==> src/rtl/climb_pkg.sv <==
package climb_pkg;

    localparam int RNG_W = 32;
    localparam logic [RNG_W-1:0] RNG_TAPS = 32'h80200003;

    typedef enum logic [2:0] {
        S_IDLE,
        S_INIT,
        S_LOAD,
        S_FLIP,
        S_EMIT,
        S_DRAIN,
        S_DONE
    } climb_state_e;

    function automatic logic [RNG_W-1:0] rng_next(input logic [RNG_W-1:0] s);
        logic [RNG_W-1:0] r;
        r = s >> 1;
        if (s[0]) begin
            r = r ^ RNG_TAPS;
        end
        return r;
    endfunction

endpackage

==> src/rtl/climb_lfsr.sv <==
module climb_lfsr
    import climb_pkg::*;
#(
    parameter int OUT_W = 24
) (
    input  logic                 clk,
    input  logic                 rst_n,
    input  logic                 load,
    input  logic [RNG_W-1:0]     seed,
    input  logic                 step,
    output logic [OUT_W-1:0]     draw
);

    logic [RNG_W-1:0] state_d, state_q;
    logic [RNG_W-1:0] stepped;

    always_comb begin
        stepped = rng_next(state_q);
        state_d = state_q;
        if (load) begin
            state_d = (seed == '0) ? RNG_W'(1) : seed;
        end else if (step) begin
            state_d = stepped;
        end
        draw = stepped[OUT_W-1:0];
    end

    always_ff @(posedge clk or negedge rst_n) begin
        if (!rst_n) begin
            state_q <= RNG_W'(1);
        end else begin
            state_q <= state_d;
        end
    end

endmodule

==> src/rtl/climb_fifo.sv <==
module climb_fifo #(
    parameter int W     = 28,
    parameter int DEPTH = 4
) (
    input  logic         clk,
    input  logic         rst_n,
    input  logic         push,
    input  logic [W-1:0] wdata,
    input  logic         pop,
    output logic [W-1:0] rdata,
    output logic         full,
    output logic         empty
);

    localparam int PTR_W = (DEPTH > 1) ? $clog2(DEPTH) : 1;
    localparam int CNT_W = $clog2(DEPTH + 1);

    logic [W-1:0]     slots_q [DEPTH];
    logic [PTR_W-1:0] wr_q, rd_q, wr_d, rd_d, wr_inc, rd_inc;
    logic [CNT_W-1:0] cnt_q, cnt_d;
    logic             do_push, do_pop;

    generate
        if ((1 << PTR_W) == DEPTH) begin : g_pow2
            assign wr_inc = wr_q + 1'b1;
            assign rd_inc = rd_q + 1'b1;
        end else begin : g_wrap
            assign wr_inc = (wr_q == PTR_W'(DEPTH - 1)) ? '0 : wr_q + 1'b1;
            assign rd_inc = (rd_q == PTR_W'(DEPTH - 1)) ? '0 : rd_q + 1'b1;
        end
    endgenerate

    always_comb begin
        full    = (cnt_q == CNT_W'(DEPTH));
        empty   = (cnt_q == '0);
        do_push = push && !full;
        do_pop  = pop && !empty;
        wr_d    = do_push ? wr_inc : wr_q;
        rd_d    = do_pop ? rd_inc : rd_q;
        cnt_d   = cnt_q + CNT_W'(do_push) - CNT_W'(do_pop);
        rdata   = slots_q[rd_q];
    end

    always_ff @(posedge clk or negedge rst_n) begin
        if (!rst_n) begin
            wr_q  <= '0;
            rd_q  <= '0;
            cnt_q <= '0;
        end else begin
            wr_q  <= wr_d;
            rd_q  <= rd_d;
            cnt_q <= cnt_d;
        end
    end

    always_ff @(posedge clk) begin
        if (do_push) begin
            slots_q[wr_q] <= wdata;
        end
    end

endmodule

==> src/rtl/climb_store.sv <==
module climb_store #(
    parameter int POP_N   = 16,
    parameter int CHROM_W = 24,
    parameter int FIT_W   = 16,
    parameter int SLOT_W  = 4
) (
    input  logic               clk,
    input  logic               we,
    input  logic [SLOT_W-1:0]  wslot,
    input  logic [CHROM_W-1:0] wchrom,
    input  logic [FIT_W-1:0]   wfit,
    input  logic [SLOT_W-1:0]  chrom_addr,
    output logic [CHROM_W-1:0] chrom_rd,
    input  logic [SLOT_W-1:0]  fit_addr,
    output logic [FIT_W-1:0]   fit_rd
);

    logic [CHROM_W-1:0] chrom_q [POP_N];
    logic [FIT_W-1:0]   fit_q   [POP_N];

    for (genvar i = 0; i < POP_N; i++) begin : g_slot
        always_ff @(posedge clk) begin
            if (we && (wslot == SLOT_W'(i))) begin
                chrom_q[i] <= wchrom;
                fit_q[i]   <= wfit;
            end
        end
    end

    assign chrom_rd = chrom_q[chrom_addr];
    assign fit_rd   = fit_q[fit_addr];

endmodule

==> src/rtl/hill_climber.sv <==
module hill_climber
    import climb_pkg::*;
#(
    parameter int CHROM_W    = 24,
    parameter int POP_N      = 16,
    parameter int FIT_W      = 16,
    parameter int FIFO_DEPTH = 4,
    parameter int FLIP_W     = 4,
    parameter int GEN_W      = 16
) (
    input  logic               clk,
    input  logic               rst_n,
    input  logic               cfg_load,
    input  logic [31:0]        cfg_seed,
    input  logic [FLIP_W-1:0]  cfg_flips,
    input  logic [GEN_W-1:0]   cfg_gens,
    input  logic               start,
    output logic               done,
    output logic [GEN_W-1:0]   gen_count,
    output logic               cand_valid,
    output logic [CHROM_W-1:0] cand_data,
    input  logic               fit_valid,
    input  logic [FIT_W-1:0]   fit_value
);

    localparam int SLOT_W = (POP_N > 1) ? $clog2(POP_N) : 1;
    localparam int IDX_W  = (CHROM_W > 1) ? $clog2(CHROM_W) : 1;
    localparam int ENT_W  = CHROM_W + SLOT_W;
    localparam logic [SLOT_W-1:0] LAST_SLOT = SLOT_W'(POP_N - 1);

    typedef struct packed {
        climb_state_e       st;
        logic [FLIP_W-1:0]  flips_cfg;
        logic [GEN_W-1:0]   gens_cfg;
        logic [SLOT_W-1:0]  slot;
        logic [FLIP_W-1:0]  flips_left;
        logic [CHROM_W-1:0] mask;
        logic [GEN_W-1:0]   issue_gen;
        logic [GEN_W-1:0]   gen_count;
        logic               done;
        logic               cand_valid;
        logic [CHROM_W-1:0] cand_data;
    } ctl_t;

    ctl_t ctl_d, ctl_q;

    // generator
    logic               rng_load, rng_step;
    logic [CHROM_W-1:0] rng_draw;

    // in-flight queue
    logic               q_push, q_pop, q_full, q_empty;
    logic [ENT_W-1:0]   q_wdata, q_rdata;
    logic [CHROM_W-1:0] head_chrom;
    logic [SLOT_W-1:0]  head_slot;

    // population store
    logic               st_we;
    logic [SLOT_W-1:0]  st_wslot;
    logic [CHROM_W-1:0] st_wchrom, parent_rd, parent;
    logic [FIT_W-1:0]   st_wfit, parent_fit;

    // retire / mutate helpers
    logic               retire, accept, init_we;
    logic [IDX_W:0]     pos_wide;
    logic [IDX_W-1:0]   flip_pos;
    logic [GEN_W-1:0]   gen_next;
    logic [CHROM_W-1:0] candidate;

    climb_lfsr #(.OUT_W(CHROM_W)) i_rng (
        .clk   (clk),
        .rst_n (rst_n),
        .load  (rng_load),
        .seed  (cfg_seed),
        .step  (rng_step),
        .draw  (rng_draw)
    );

    climb_fifo #(.W(ENT_W), .DEPTH(FIFO_DEPTH)) i_inflight (
        .clk   (clk),
        .rst_n (rst_n),
        .push  (q_push),
        .wdata (q_wdata),
        .pop   (q_pop),
        .rdata (q_rdata),
        .full  (q_full),
        .empty (q_empty)
    );

    climb_store #(
        .POP_N   (POP_N),
        .CHROM_W (CHROM_W),
        .FIT_W   (FIT_W),
        .SLOT_W  (SLOT_W)
    ) i_store (
        .clk        (clk),
        .we         (st_we),
        .wslot      (st_wslot),
        .wchrom     (st_wchrom),
        .wfit       (st_wfit),
        .chrom_addr (ctl_q.slot),
        .chrom_rd   (parent_rd),
        .fit_addr   (head_slot),
        .fit_rd     (parent_fit)
    );

    always_comb begin
        ctl_d            = ctl_q;
        ctl_d.cand_valid = 1'b0;

        {head_chrom, head_slot} = q_rdata;

        // retire side: runs alongside issue
        retire = fit_valid && !q_empty;
        accept = retire && (fit_value > parent_fit);
        q_pop  = retire;
        if (retire && (head_slot == LAST_SLOT)) begin
            ctl_d.gen_count = ctl_q.gen_count + 1'b1;
        end

        // parent seen by the issue side includes a same-cycle acceptance
        parent = (accept && (head_slot == ctl_q.slot)) ? head_chrom : parent_rd;

        // flip position from one draw, folded into range
        pos_wide = {1'b0, rng_draw[IDX_W-1:0]};
        if (pos_wide >= (IDX_W+1)'(CHROM_W)) begin
            pos_wide = pos_wide - (IDX_W+1)'(CHROM_W);
        end
        flip_pos = pos_wide[IDX_W-1:0];

        candidate = parent ^ ctl_q.mask;
        gen_next  = ctl_q.issue_gen + 1'b1;

        rng_load = 1'b0;
        rng_step = 1'b0;
        init_we  = 1'b0;
        q_push   = 1'b0;
        q_wdata  = {candidate, ctl_q.slot};

        unique case (ctl_q.st)
            S_IDLE, S_DONE: begin
                if (cfg_load) begin
                    rng_load        = 1'b1;
                    ctl_d.flips_cfg = cfg_flips;
                    ctl_d.gens_cfg  = cfg_gens;
                end
                if (start) begin
                    ctl_d.st        = S_INIT;
                    ctl_d.slot      = '0;
                    ctl_d.issue_gen = '0;
                    ctl_d.gen_count = '0;
                    ctl_d.done      = 1'b0;
                end
            end
            S_INIT: begin
                rng_step = 1'b1;
                init_we  = 1'b1;
                if (ctl_q.slot == LAST_SLOT) begin
                    ctl_d.slot = '0;
                    if (ctl_q.gens_cfg == '0) begin
                        ctl_d.st   = S_DONE;
                        ctl_d.done = 1'b1;
                    end else begin
                        ctl_d.st = S_LOAD;
                    end
                end else begin
                    ctl_d.slot = ctl_q.slot + 1'b1;
                end
            end
            S_LOAD: begin
                ctl_d.mask       = '0;
                ctl_d.flips_left = ctl_q.flips_cfg;
                ctl_d.st         = (ctl_q.flips_cfg == '0) ? S_EMIT : S_FLIP;
            end
            S_FLIP: begin
                rng_step         = 1'b1;
                ctl_d.mask       = ctl_q.mask ^ (CHROM_W'(1) << flip_pos);
                ctl_d.flips_left = ctl_q.flips_left - 1'b1;
                if (ctl_q.flips_left == FLIP_W'(1)) begin
                    ctl_d.st = S_EMIT;
                end
            end
            S_EMIT: begin
                if (!q_full) begin
                    q_push           = 1'b1;
                    ctl_d.cand_valid = 1'b1;
                    ctl_d.cand_data  = candidate;
                    if (ctl_q.slot == LAST_SLOT) begin
                        ctl_d.slot      = '0;
                        ctl_d.issue_gen = gen_next;
                        ctl_d.st        = (gen_next == ctl_q.gens_cfg) ? S_DRAIN : S_LOAD;
                    end else begin
                        ctl_d.slot = ctl_q.slot + 1'b1;
                        ctl_d.st   = S_LOAD;
                    end
                end
            end
            S_DRAIN: begin
                if (q_empty) begin
                    ctl_d.st   = S_DONE;
                    ctl_d.done = 1'b1;
                end
            end
            default: ctl_d.st = S_IDLE;
        endcase

        // store write: initial fill or accepted candidate (never together)
        st_we     = init_we || accept;
        st_wslot  = init_we ? ctl_q.slot : head_slot;
        st_wchrom = init_we ? rng_draw : head_chrom;
        st_wfit   = init_we ? '0 : fit_value;
    end

    always_ff @(posedge clk or negedge rst_n) begin
        if (!rst_n) begin
            ctl_q <= '{st: S_IDLE, default: '0};
        end else begin
            ctl_q <= ctl_d;
        end
    end

    assign done       = ctl_q.done;
    assign gen_count  = ctl_q.gen_count;
    assign cand_valid = ctl_q.cand_valid;
    assign cand_data  = ctl_q.cand_data;

endmodule

==> config.mk <==
export PLATFORM = sky130hd
export DESIGN_NAME = hill_climber
export DESIGN_NICKNAME = d
export VERILOG_FILES = /design/src/rtl/climb_pkg.sv /design/src/rtl/climb_lfsr.sv /design/src/rtl/climb_fifo.sv /design/src/rtl/climb_store.sv /design/src/rtl/hill_climber.sv
export SDC_FILE = /design/constraint.sdc
export NUM_CORES = 1
export LEC_CHECK = 0
export BUFFER_PORTS_ARGS = -buffer_cell sky130_fd_sc_hd__clkbuf_2
export CAP_MARGIN = 40
export CORE_ASPECT_RATIO = 1.1
export CORE_MARGIN = 5
export CORE_UTILIZATION = 62
export DETAILED_ROUTE_END_ITERATION = 8
export PLACE_DENSITY = 0.78
export SYNTH_ARGS = -nofsm -noshare
export SYNTH_HDL_FRONTEND = slang
export SYNTH_SLANG_ARGS = --single-unit
==> constraint.sdc <==
create_clock -name clk -period 7.3 [get_ports clk]
set_input_delay 0.73 -clock clk [delete_from_list [all_inputs] [get_ports clk]]
set_output_delay 0.73 -clock clk [all_outputs]
set_load 0.05 [all_outputs]
==> results of run 1 <==
area by class of cell:
type                       instances  area (um2)
sequential                       904       26400
fill                            3798       18400
multi-input combinational       1225       11100
clock buffer                     103        2250
timing repair buffer             183        1240
tap                              824        1030
clock inverter                    53         539
inverter                          35         131
cell usage after synthesis, drive strengths merged (26+ instances only):
master | number | share of area [%]
o21ai | 129 | 1.7
nor2 | 139 | 1.4
nand3 | 45 | 0.59
mux2i | 58 | 1.5
xnor2 | 53 | 1.2
edfxtp | 752 | 59
clkbuf | 64 | 0.63
a21oi | 40 | 0.52
nand2 | 242 | 2.4
inv | 32 | 0.31
buf | 87 | 1.5
mux4 | 228 | 13
nor2b | 26 | 0.43
xor2 | 31 | 0.71
nor3b | 51 | 1.0
dfrtp | 151 | 9.9
ha | 27 | 0.88
flip-flops by register name, indices dropped and copies added, names as in the netlist, 2 cells and up:
name and flops:
i_store.fit_q 256, cand_data 24, i_inflight.wr_q 2, i_rng.state_q 32, ctl_q 71, gen_count 16, i_inflight.slots_q 112, i_inflight.cnt_q 3
i_inflight.rd_q 2, i_store.chrom_q 384
metal layers:
metal  track usage, %  vias to the layer above  routed length [um]
li1                 -                     9153                   -
met1             37.9                    11200               34000
met2             45.6                     1218               46900
met3             5.47                      194                8330
met4             10.3                        0                3530
met5                0                        -                   0
critical path: cells and delay by family (launching register included):
family	cells	cell delay, ns
buf+inv	4	1.73
simple gates	4	1.37
compound gates	3	1.24
mux	2	1.02
flops	1	0.44
fa+ha+maj	1	0.24
worst max-delay path by stage:
stage	start	to	slack, ns	depth (start not counted)
6_report	i_inflight.rd_q[0]	i_store.chrom_q[5][16]	0.93	14
5_1_grt	i_inflight.rd_q[0]	i_store.chrom_q[0][13]	0.59	15
4_1_cts	i_inflight.rd_q[0]	i_store.chrom_q[5][19]	0.96	14
3_5_place_dp	i_inflight.rd_q[0]	i_store.fit_q[6][14]	1.11	14
3_3_place_gp	i_inflight.rd_q[0]	i_store.chrom_q[15][6]	1.32	14
2_1_floorplan	i_inflight.rd_q[0]	i_store.chrom_q[10][0]	1.66	16
power groups by stage:
| stage | Sequential, mW | Clock (mW) | Combinational [mW] |
|---|---|---|---|
| floorplan | 7.52 | 0 | 4.16 |
| global placement | 7.77 | 0 | 5.42 |
| detailed placement | 7.81 | 0 | 5.73 |
| CTS | 7.72 | 4.52 | 5.81 |
| global route | 7.80 | 4.75 | 6.27 |
| finish | 7.73 | 4.46 | 5.86 |
per-stage QoR:
stage | util, % | power [mW] | instances
final | 69.8 | 18.1 | 3327
after global routing | 69.8 | 18.8 | 3327
after CTS | 69.7 | 18.1 | 3320
after detailed placement | 65.1 | 13.5 | 3164
after global placement | 64.7 | 13.2 | 3144
after floorplan | - | 11.7 | 2315
logic make-up after synthesis:
group / synth area share, %
buffers and inverters: 2.47
AND/OR/NAND/NOR: 7.57
AO/OA/AOI/OAI: 3.03
multiplexers: 15.1
adder cells (fa/ha/maj): 0.935
XOR/XNOR: 1.92
flip-flops: 69.0
==> results.sh, run 1 <==
export IMPL_avgSynthCellArea_um2=16.5
export IMPL_internal_power_mw=11.9
export IMPL_fin_ws_ns=0.925
export IMPL_cpPeakStageDelay_ns=0.81
export IMPL_final_cell_mix="edfxtp_1 (752), nand2_1 (240), mux4_2 (224)"
export IMPL_area_delta_synth_final_pct=11.5
export IMPL_via_count=21700
export IMPL_max_vdd_ir_drop_mv=0.260
export IMPL_synth_cell_types=65
export IMPL_core_area_um2=61100
export IMPL_layout_commonest_cell="edfxtp_1"
export IMPL_grt_pass1_wl_mm=139
export IMPL_synth_main_ff_cell="edfxtp_1"
export IMPL_h_tree_depth=3
export IMPL_dieArea_um2=66800
export IMPL_grt_max_degree=82
export IMPL_pre_cts_slack_ns=1.11
export IMPL_io_pins=115
export IMPL_cts_made_buffers=86
export IMPL_hpwl_mm=57.8
export IMPL_swShare_pct=34.3
export IMPL_r2r_cells=14
export IMPL_synth_area_um2=38300
export IMPL_critPathKind="reg2reg"
export IMPL_cts_resized=0
export IMPL_fin_tns_setup_ns=0
export IMPL_clockPowerShare_pct=24.7
export IMPL_cpMaxStageDelayCell="a32oi_1"
export IMPL_rsz0062_at_grt="no"
export IMPL_status="finished clean"
export IMPL_power_density_nw_per_um2=423
export IMPL_crit_path_start_kind="register"
export IMPL_synth_cells=2315
export IMPL_wirelength_mm=92.7
export IMPL_min_period_ns=6.37
export IMPL_initial_core_util_pct=62.6
export IMPL_cts_tree="built"
export IMPL_p_sw_mw=6.19
export IMPL_power_frac_seq_pct=42.8
export IMPL_cts_root_buf="clkbuf_16"
export IMPL_wl_per_cell_um=27.9
export IMPL_grt_use_total_pct=27.9
export IMPL_drive_above_1_share_pct=22.5
export IMPL_p_leak_nw=14.9
export IMPL_critPathMaxFanout=26
export IMPL_fin_nets=2536
export IMPL_synth_warnings=0
export IMPL_hp_class="in2async"
export IMPL_postCtsSetupRepairBufs=0
export IMPL_final_setup_skew_ns=0.0288
export IMPL_regToRegSetupSlack_ns=0.93
export IMPL_synth_net_count=2416
export IMPL_rows=95
export IMPL_reg2reg_from="i_inflight.rd_q[0]"
export IMPL_avgViaCountPerCell=6.54
export IMPL_cts_hold_buf=0
export IMPL_ant_nets=0
export IMPL_hold_ws_ns=0.137
export IMPL_yosys_register_bits=904
export IMPL_r2r_end="i_store.chrom_q[5][16]"
export IMPL_drc_errors=0
export IMPL_crit_arrival_ns=6.70
export IMPL_final_area_um2=42700
export IMPL_synth_edff_count=752
export IMPL_worstSkewPairLatency_ns=0.64
export IMPL_io_buffers=114
export IMPL_antenna_found_initial=0
export IMPL_fin_crit_sh_pct=87.3
export IMPL_clockBufferDepth=3
export IMPL_grt_overflow=0
export IMPL_drv_slew=0
export IMPL_setup_viol=0
export IMPL_synthArstFlopShare_pct=16.8
export IMPL_drt_iter0_drc=2477
export IMPL_first_pass_iters=6
export IMPL_grt_pass1_vias=21800
export IMPL_endpoint_kind="register"
export IMPL_synth_seq_area_share_pct=69.0
export IMPL_fp_dieW_um=247
export IMPL_maxSlewHeadroom_pct=32.2
export IMPL_crit_required_ns=7.63
export IMPL_pwr_share_comb_pct=32.5
export IMPL_drv_cap=0
export IMPL_gp_congestion=0.846
export IMPL_path_cells="buf_4 -> mux4_2 -> clkinv_1 -> mux4_2 -> inv_1 -> ha_1 -> nor2b_1 -> o211ai_1 -> a21boi_0 -> or4_1 -> and3_1 -> a32oi_1 -> nor2_4 -> buf_4"
export IMPL_placed_area_um2=39800
export IMPL_max_freq_ghz=0.157
export IMPL_cts_sinks=904
export IMPL_diodes=0
export IMPL_hold_violations=0
export IMPL_clkTransAtPathRegs_ns=0.06
export IMPL_worst_slew_pin_slew_ns=1.02
export IMPL_die_h_um=271
No activity file was read; power rests on OpenSTA's default activity.
==> run 2: changes to the inputs <==
Settings changed: RECOVER_POWER set to 50.
==> run 2 against run 1 <==
Compared with the run above: the run now ends with capacitance limit, slew limit left; clock skew shrank 0.0031 ns; critical path depth stayed put; count of clock-buffer cells in the layout unchanged; core utilization is 0.35 points lower; largest cell class unchanged; sequential share of layout area rose by 0.29 points; register-to-register slack lost 0.07 ns; power is 0.19% lower; largest power group unchanged; sequential cell count unchanged; worst setup slack worse by 0.068 ns; combinational power is essentially flat; clock power barely moved; critical endpoint unchanged.
==> results.sh, run 2 (same netlist as run 1, synthesis figures left out) <==
export IMPL_status="finished, violations left"
export IMPL_violations="capacitance limit, slew limit"
export IMPL_final_cell_mix="edfxtp_1 (752), nand2_1 (240), mux4_2 (224)"
export IMPL_io_pins=115
export IMPL_drv_cap=11
export IMPL_p_leak_nw=14.6
export IMPL_largest_register="i_store.chrom_q"
export IMPL_critPathMaxFanout=26
export IMPL_num_fill_cells=3858
export IMPL_pre_cts_slack_ns=1.11
export IMPL_die_h_um=271
export IMPL_initial_core_util_pct=62.6
export IMPL_crit_required_ns=7.57
export IMPL_cts_root_buf="clkbuf_16"
export IMPL_grt_overflow=0
export IMPL_avgViaCountPerCell=6.53
export IMPL_crit_arrival_ns=6.71
export IMPL_drc_errors=0
export IMPL_gr_usage_met2_pct=45.6
export IMPL_area_delta_synth_final_pct=10.9
export IMPL_rsz0062_at_grt="no"
export IMPL_core_area_um2=61100
export IMPL_via_count=21700
export IMPL_wirelength_mm=92.6
export IMPL_worst_slew_pin_slew_ns=4.54
export IMPL_rows=95
export IMPL_hpwl_mm=57.8
export IMPL_io_buffers=114
export IMPL_cts_resized=0
export IMPL_fin_ws_ns=0.857
export IMPL_hold_violations=0
export IMPL_multi_input_area_um2=11000
export IMPL_first_pass_iters=7
export IMPL_grt_use_total_pct=27.9
export IMPL_worstSkewPairLatency_ns=0.64
export IMPL_dpl_cell_count=3164
export IMPL_maxSlewHeadroom_pct=-203
export IMPL_final_setup_skew_ns=0.0257
export IMPL_drt_iter0_drc=2496
export IMPL_fin_cells=3327
export IMPL_grt_max_degree=82
export IMPL_h_tree_depth=3
export IMPL_max_vdd_ir_drop_mv=0.254
export IMPL_diodes=0
export IMPL_busiest_layer="met2"
export IMPL_clockBufferDepth=3
export IMPL_power_density_nw_per_um2=425
export IMPL_layout_commonest_cell="edfxtp_1"
export IMPL_gp_congestion=0.846
export IMPL_dieArea_um2=66800
export IMPL_setup_viol=0
export IMPL_fin_crit_sh_pct=88.3
export IMPL_endpoint_kind="register"
export IMPL_largest_reg_flops=384
export IMPL_crit_path_start_kind="register"
export IMPL_drive_above_1_share_pct=19.6
export IMPL_hp_class="in2reg"
export IMPL_drv_slew=495
export IMPL_cts_tree="built"
export IMPL_cts_hold_buf=0
export IMPL_ant_nets=0
export IMPL_met1_usage_pct=37.9
export IMPL_fp_dieW_um=247
export IMPL_ff_latch_area_um2=26400
export IMPL_grtUsageMet3_pct=5.47
export IMPL_grt_pass1_wl_mm=139
export IMPL_fin_tns_setup_ns=0
export IMPL_clkTransAtPathRegs_ns=0.06
export IMPL_antenna_found_initial=0
export IMPL_max_freq_ghz=0.155
export IMPL_postCtsSetupRepairBufs=0
export IMPL_min_period_ns=6.44
export IMPL_fin_nets=2536
export IMPL_critPathKind="reg2reg"
export IMPL_cts_sinks=904
export IMPL_reg_top3="i_store.chrom_q (384), i_store.fit_q (256), i_inflight.slots_q (112)"
export IMPL_wl_per_cell_um=27.8
export IMPL_grt_pass1_vias=21800
export IMPL_cts_made_buffers=86
## run 2: changes by cell type in the layout (fill, tap and decap cells not counted), moves of 2 or more
cell      change
dfrtp_1       +3
clkbuf_2     -41
clkbuf_1     +67
buf_4        -23
dfrtp_4       -2
## run 2: where the power goes
| group | total [mW] | switching (mW) | internal (mW) | leakage, nW |
|---|---|---|---|---|
| Combinational | 5.83 | 3.71 | 2.12 | 4.52 |
| Sequential | 7.73 | 0.565 | 7.17 | 8.75 |
| Clock | 4.46 | 1.91 | 2.55 | 1.35 |
## run 2: area by class of cell
cell class	instances	area share, %
Sequential cell	904	62.2
Multi-Input combinational cell	1225	26.0
Timing Repair Buffer	183	2.48
Tap cell	824	2.43
Inverter	35	0.310
Clock buffer	103	5.30
Clock inverter	53	1.27
## run 2: metrics by stage
stage | hold slack [ns] | util [%] | power, mW | cell area [um2]
CTS | 0.138 | 69.7 | 18.1 | 42600
detailed placement | 0.488 | 65.1 | 13.5 | 39800
finish | 0.297 | 69.5 | 18.0 | 42400
floorplan | 0.434 | - | 11.7 | 38300
global placement | 0.484 | 64.7 | 13.2 | 39600
global route | 0.290 | 69.5 | 18.8 | 42400
## run 2: path summary, 6_finish.rpt
kind,slack [ns],to,from,cells past startpoint
max,0.86,i_store.chrom_q[5][16],i_inflight.rd_q[0],14
min,0.30,ctl_q[103],cfg_gens[13],3
max reg2reg,0.86,i_store.chrom_q[5][16],i_inflight.rd_q[0],14
min reg2reg,0.50,cand_data[0],cand_data[0],2
max in group asynchronous,1.59,ctl_q[86],rst_n,3
min in group asynchronous,1.71,gen_count[4],rst_n,1
## run 2: per-layer routing
layer  vias up  part of all wire (%)
li1       9148                     -
met1     11100                    36
met2      1245                    51
met3       198                   9.3
met4         0                   3.7
met5         -                     0
## run 2: worst max-delay path, cell delays in order, from the launching register on
cell,delay [ns]
dfrtp_2,0.44
buf_4,0.52
mux4_2,0.49
clkinv_1,0.78
mux4_2,0.47
inv_1,0.05
ha_1,0.31
nand4_1,0.16
nor3_1,0.33
a21boi_0,0.25
or4_1,0.22
and3_1,0.32
a32oi_1,0.40
nor2_4,0.81
buf_4,0.50
